[src/rtl/logfade_pkg.sv]
package logfade_pkg;
  localparam int DEF_DUTY_W    = 7;
  localparam int DEF_FRAC_W    = 5;
  localparam int DEF_CFG_W     = 16;
  localparam int DIS_DELAY_TKS = 256;

  typedef enum logic [1:0] {
    ST_IDLE = 2'd0,
    ST_WAIT = 2'd1,
    ST_UP   = 2'd2,
    ST_DOWN = 2'd3
  } fade_state_t;

  typedef enum logic [2:0] {
    OP_NONE      = 3'd0,
    OP_LOAD_UP   = 3'd1,
    OP_LOAD_DN   = 3'd2,
    OP_STEP_UP   = 3'd3,
    OP_STEP_DN   = 3'd4,
    OP_FORCE_MAX = 3'd5
  } acc_op_t;
endpackage

[src/rtl/logfade_sync.sv]
module logfade_sync #(
  parameter int STAGES = 2
) (
  input  logic clk,
  input  logic rst_n,
  input  logic din,
  output logic rise,
  output logic fall
);
  logic [STAGES-1:0] chain;
  logic              last;

  always_ff @(posedge clk) begin
    if (!rst_n) begin
      chain <= '0;
      last  <= 1'b0;
    end else begin
      chain <= {chain[STAGES-2:0], din};
      last  <= chain[STAGES-1];
    end
  end

  assign rise = chain[STAGES-1] & ~last;
  assign fall = ~chain[STAGES-1] & last;
endmodule

[src/rtl/logfade_timer.sv]
module logfade_timer #(
  parameter int W = 16
) (
  input  logic         clk,
  input  logic         rst_n,
  input  logic         clear,
  input  logic         tick,
  input  logic [W-1:0] limit,
  output logic         at_limit
);
  logic [W-1:0] cnt;

  always_ff @(posedge clk) begin
    if (!rst_n)                     cnt <= '0;
    else if (clear)                 cnt <= '0;
    else if (tick && cnt != limit)  cnt <= cnt + 1'b1;
  end

  assign at_limit = (cnt == limit);
endmodule

[src/rtl/logfade_accum.sv]
module logfade_accum
  import logfade_pkg::*;
#(
  parameter int DUTY_W = DEF_DUTY_W,
  parameter int FRAC_W = DEF_FRAC_W
) (
  input  logic              clk,
  input  logic              rst_n,
  input  acc_op_t           op,
  input  logic [DUTY_W-1:0] lo_code,
  input  logic [DUTY_W-1:0] hi_code,
  output logic [DUTY_W-1:0] duty,
  output logic              end_now
);
  localparam int ACC_W = DUTY_W + FRAC_W + 1;

  logic [ACC_W-1:0]  acc, acc_nxt, up_start, dn_start, frac_part;
  logic [DUTY_W:0]   raw;
  logic [DUTY_W-1:0] out_up, out_dn, duty_nxt;
  logic              dir_up, upd;

  assign up_start  = ACC_W'({lo_code, {FRAC_W{1'b0}}});
  assign dn_start  = ACC_W'({hi_code, {FRAC_W{1'b0}}});
  assign frac_part = acc >> FRAC_W;

  always_comb begin
    acc_nxt = acc;
    dir_up  = 1'b0;
    upd     = 1'b1;
    case (op)
      OP_LOAD_UP:   begin acc_nxt = up_start;        dir_up = 1'b1; end
      OP_FORCE_MAX: begin acc_nxt = dn_start;        dir_up = 1'b1; end
      OP_STEP_UP:   begin acc_nxt = acc + frac_part; dir_up = 1'b1; end
      OP_LOAD_DN:   acc_nxt = dn_start;
      OP_STEP_DN:   acc_nxt = acc - frac_part;
      default:      upd = 1'b0;
    endcase
  end

  assign raw      = acc_nxt[ACC_W-1:FRAC_W];
  assign out_up   = (raw > {1'b0, hi_code}) ? hi_code : raw[DUTY_W-1:0];
  assign out_dn   = (raw < {1'b0, lo_code}) ? lo_code : raw[DUTY_W-1:0];
  assign duty_nxt = dir_up ? out_up : out_dn;
  assign end_now  = upd && (dir_up ? (duty_nxt == hi_code) : (duty_nxt == lo_code));

  always_ff @(posedge clk) begin
    if (!rst_n) begin
      acc  <= '0;
      duty <= '0;
    end else if (upd) begin
      acc  <= acc_nxt;
      duty <= duty_nxt;
    end
  end
endmodule

[src/rtl/logfade_seq.sv]
module logfade_seq
  import logfade_pkg::*;
#(
  parameter int DUTY_W = DEF_DUTY_W,
  parameter int FRAC_W = DEF_FRAC_W,
  parameter int CFG_W  = DEF_CFG_W
) (
  input  logic              clk,
  input  logic              rst_n,
  input  logic              tick_en,
  input  logic              trig_in,
  input  logic [DUTY_W-1:0] duty_min,
  input  logic [DUTY_W-1:0] duty_max,
  input  logic [CFG_W-1:0]  rise_slew,
  input  logic [CFG_W-1:0]  fall_slew,
  input  logic [CFG_W-1:0]  rise_delay,
  output logic [DUTY_W-1:0] duty_code,
  output logic              busy
);
  localparam int STEP_W = CFG_W + 3;

  fade_state_t       st;
  acc_op_t           op;
  logic              rise_p, fall_p, end_now, op_up;
  logic              dly_at, stp_at, stp_fire, in_up, in_dn;
  logic [DUTY_W-1:0] lo_code;
  logic [CFG_W-1:0]  dly_lim, slew_sel;
  logic [STEP_W-1:0] stp_lim, slew_w;

  logfade_sync #(.STAGES(2)) u_sync (
    .clk(clk), .rst_n(rst_n), .din(trig_in), .rise(rise_p), .fall(fall_p)
  );

  assign lo_code  = (duty_min == '0) ? DUTY_W'(1) : duty_min;
  assign dly_lim  = (rise_slew == '0) ? CFG_W'(DIS_DELAY_TKS) : rise_delay;
  assign slew_sel = (st == ST_DOWN) ? fall_slew : rise_slew;
  assign slew_w   = STEP_W'(slew_sel);
  assign stp_lim  = (slew_w << 2) + (slew_w << 1) + STEP_W'(13);

  logfade_timer #(.W(CFG_W)) u_dly (
    .clk(clk), .rst_n(rst_n), .clear(rise_p), .tick(tick_en),
    .limit(dly_lim), .at_limit(dly_at)
  );

  logfade_timer #(.W(STEP_W)) u_step (
    .clk(clk), .rst_n(rst_n), .clear(op != OP_NONE), .tick(tick_en),
    .limit(stp_lim), .at_limit(stp_at)
  );

  assign in_up    = (st == ST_UP);
  assign in_dn    = (st == ST_DOWN);
  assign stp_fire = (in_up || in_dn) && tick_en && stp_at;

  always_comb begin
    op = OP_NONE;
    if (fall_p) begin
      op = OP_LOAD_DN;
    end else if (!rise_p) begin
      case (st)
        ST_WAIT: if (dly_at)   op = (rise_slew == '0) ? OP_FORCE_MAX : OP_LOAD_UP;
        ST_UP:   if (stp_fire) op = OP_STEP_UP;
        ST_DOWN: if (stp_fire) op = OP_STEP_DN;
        default: op = OP_NONE;
      endcase
    end
  end

  assign op_up = (op == OP_LOAD_UP) || (op == OP_STEP_UP) || (op == OP_FORCE_MAX);

  logfade_accum #(.DUTY_W(DUTY_W), .FRAC_W(FRAC_W)) u_acc (
    .clk(clk), .rst_n(rst_n), .op(op), .lo_code(lo_code), .hi_code(duty_max),
    .duty(duty_code), .end_now(end_now)
  );

  always_ff @(posedge clk) begin
    if (!rst_n)            st <= ST_IDLE;
    else if (rise_p)       st <= ST_WAIT;
    else if (op != OP_NONE) begin
      if (end_now)         st <= ST_IDLE;
      else                 st <= op_up ? ST_UP : ST_DOWN;
    end
  end

  assign busy = (st != ST_IDLE);
endmodule

[config.mk]
export PLATFORM = sky130hd
export DESIGN_NAME = logfade_seq
export DESIGN_NICKNAME = d
export VERILOG_FILES = /design/src/rtl/logfade_pkg.sv /design/src/rtl/logfade_sync.sv /design/src/rtl/logfade_timer.sv /design/src/rtl/logfade_accum.sv /design/src/rtl/logfade_seq.sv
export SDC_FILE = /design/constraint.sdc
export NUM_CORES = 1
export LEC_CHECK = 0
export BUFFER_PORTS_ARGS = -buffer_cell sky130_fd_sc_hd__buf_2
export CORE_UTILIZATION = 50
export DETAILED_ROUTE_END_ITERATION = 6
export HOLD_SLACK_MARGIN = 0.08
export PLACE_DENSITY = 0.69
export SYNTH_ARGS = -nofsm -noshare
export SYNTH_HDL_FRONTEND = slang
export SYNTH_SLANG_ARGS = --single-unit
[constraint.sdc]
create_clock -name clk -period 26.1 [get_ports clk]
set_clock_uncertainty 0.2 [all_clocks]
set_input_delay 2.61 -clock clk [delete_from_list [all_inputs] [get_ports clk]]
set_output_delay 2.61 -clock clk [all_outputs]
set_load 0.1 [all_outputs]
==> run_results.csv <==
group,metric,value,unit
drt,vias,6589,
floorplan,rows,41,
worst_hold_path,hold_class,"reg2reg",
placement,hpwl,13600,um
clock_tree,cts_hold_buf,0,
pwr,ir_worst_vdd,0.0337,mV
clock_tree,cts.sinks,60,
timing,drv_slew,0,
outcome,violations,"DRC",
placement,port-buffer-count,73,
setup_path,critical_path_class,"in2reg",
drt,drt_iter0_markers,542,
setup_path,crit_path_frequent_cell,"ha_1",
setup_path,critical-path-max-stage-delay,0.74,ns
drt,drt-total-wl,18000,um
floorplan,start_util,51.3,%
drt,vias_per_cell,5.96,
outcome,status,"complete, but fails checks",
yosys,yosysWarnings,0,
grt,grt_max_degree,43,
setup_path,crit_required,26.13,ns
pwr,p_leak,3.03,nW
timing,fin_crit_sh,43.9,%
timing,slew_headroom,31.0,%
timing,finalHoldViolCount,0,
timing,final.setup.tns,0,ns
grt,grt.total_usage,28.1,%
setup_path,startpoint_type,"input port",
flow_run,maxCapViolations,0,
placement,pre_cts_ws,14.57,ns
clock_tree,clk_latency,0.36,ns
floorplan,die_height,116,um
yosys,ys_seq_elements,60,
clock_tree,postCtsResizedCells,0,
yosys,synthesis.area,6500,um^2
timing,rsz0062_at_grt,"false",
timing,timing.fmax,87.3,MHz
clock_tree,post_cts_buffers,0,
layout,drive_gt1_share,13.7,%
drt,route.detailed.drc,1,
yosys,syn_area_per_cell,7.47,um^2
layout,syn_to_final_growth,12.2,%
floorplan,ios,74,
yosys,syn-num-nets,986,
drt,avgRoutedWirePerCell,16.3,um
grt,grt_pass1_wl,29300,um
layout,final_cell_mix,"nand2_1 (80), nor2_1 (77), buf_2 (73), dfxtp_1 (60), xnor2_1 (52)",
pwr,powerDensity,45.1,nW/um^2
clock_tree,cts_root_buffer,"clkbuf_16",
yosys,yosysSeqAreaShare,18.5,%
setup_path,critPathCaptureType,"flop",
timing,tightest_slew,1.03,ns
yosys,synthCells,870,
floorplan,die_area,13500,um^2
yosys,synth_ff_type,"dfxtp_1",
yosys,synth_edf_count,0,
setup_path,cp_slowest_cell,"nor4_1",
setup_path,cp_max_fo,13,
grt,grt_antenna_before_repair,0,
drt,firstDrtPassIters,7,
layout,num_antenna_cells,0,
layout,mostFrequentLayoutCell,"nand2_1",
clock_tree,cts_buffers,9,
timing,fin_crit,11.46,ns
layout,final_nets,1044,
clock_tree,cts_tree,"built",
setup_path,critPathArrivalTime,11.49,ns
grt,globalRouteOverflowTotal,0,
yosys,synth.distinct_cells,72,
timing,fin_ws,14.64,ns
clock_tree,clk_pin_slew,0.06,ns
drt,route.antenna.remaining_nets,0,
clock_tree,clockBufferDepth,2,
floorplan,core_area,12700,um^2
grt,grt_pass1_vias,5842,
clock_tree,htreeDepth,3,
yosys,synthArstFlopShare,0,%
placement,gp_congestion,0.964,
floorplan,die_w,116,um
timing,setup_viol,0,
[stage by stage]
stage / hold slack, ns / total power, mW / std cells / utilization, % / cell area, um^2
6_report: 0.233 / 0.329 / 1105 / 57.6 / 7290
5_1_grt: 0.246 / 0.345 / 1105 / 57.6 / 7290
4_1_cts: 0.233 / 0.329 / 1105 / 57.6 / 7290
3_5_place_dp: 0.220 / 0.201 / 1089 / 55.1 / 6980
3_3_place_gp: 0.214 / 0.201 / 1089 / 55.1 / 6980
2_1_floorplan: 0.212 / 0.176 / 870 / - / 6500
[where the power goes]
group | internal [mW] | total (mW) | switching [mW] | leakage [nW]
Clock | 0.0792 | 0.128 | 0.0485 | 0.148
Sequential | 0.0932 | 0.0955 | 0.00230 | 0.485
Combinational | 0.0431 | 0.106 | 0.0629 | 2.40
[metal layers]
layer | share of wire (%) | GRT usage, %
met5 | 0 | 0
met4 | 2.9 | 12.1
met3 | 7.2 | 6.38
met2 | 43 | 41.8
met1 | 47 | 38.9
[cell type report]
type | count | area [um^2]
fillers | 1235 | 5380
clock inverters | 5 | 58.8
clock buffers | 11 | 253
multi-input cells | 727 | 4960
inverters | 51 | 191
flip-flops and latches | 60 | 1200
repair buffers | 79 | 410
well taps | 172 | 215
[sequential cells by signal, indices dropped and copies added (netlist names)]
register	flops
u_acc.acc	13
u_acc.duty	7
u_step.cnt	19
u_sync.last	1
u_dly.cnt	16
st	2
u_sync.chain	2
[critical path, delay by kind of cell]
family          cells  cell delay [ns]
xor+xnor            2             0.31
fa+ha+maj           6             1.84
simple gates        8             2.30
compound gates     16             3.37
mux                 3             0.84
buf+inv             3             0.22
[cell usage after synthesis (all sizes together), types with 10 or more instances]
| master | n | area (um^2) |
|---|---|---|
| nor3 | 24 | 120 |
| clkbuf | 21 | 80.1 |
| nor2 | 77 | 289 |
| nand3 | 36 | 180 |
| a21oi | 51 | 263 |
| a31oi | 16 | 106 |
| a21o | 10 | 75.1 |
| mux2i | 10 | 100 |
| a41oi | 16 | 140 |
| xor2 | 48 | 428 |
| buf | 11 | 61.3 |
| ha | 48 | 601 |
| and2 | 16 | 100 |
| xnor2 | 52 | 455 |
| and3 | 11 | 68.8 |
| nand2 | 80 | 300 |
| nor2b | 12 | 75.1 |
| o21ai | 49 | 245 |
| or2 | 13 | 81.3 |
| o211ai | 15 | 118 |
| inv | 51 | 191 |
| dfxtp | 60 | 1200 |
| nand4 | 23 | 144 |
[logic make-up (layout without fill, tap and decap cells)]
logic type	count (synthesis)	after routing	synth area share, %
fa+ha+maj	51	51	10.0
flops	60	60	18.5
simple gates	325	325	25.1
mux	18	18	2.93
buf+inv	83	146	5.12
xor+xnor	100	100	13.6
compound gates	233	233	24.7
[worst paths after layout]
check / start / endpoint / slack [ns] / cells after the start
max reg2reg: st[0] / u_acc.duty[0] / 16.05 / 39
min: u_sync.chain[0] / u_sync.chain[1] / 0.23 / 1
max: rise_slew[1] / u_acc.duty[0] / 14.64 / 38
min reg2reg: u_sync.chain[0] / u_sync.chain[1] / 0.23 / 1
No activity file was read; power rests on OpenSTA's default activity.
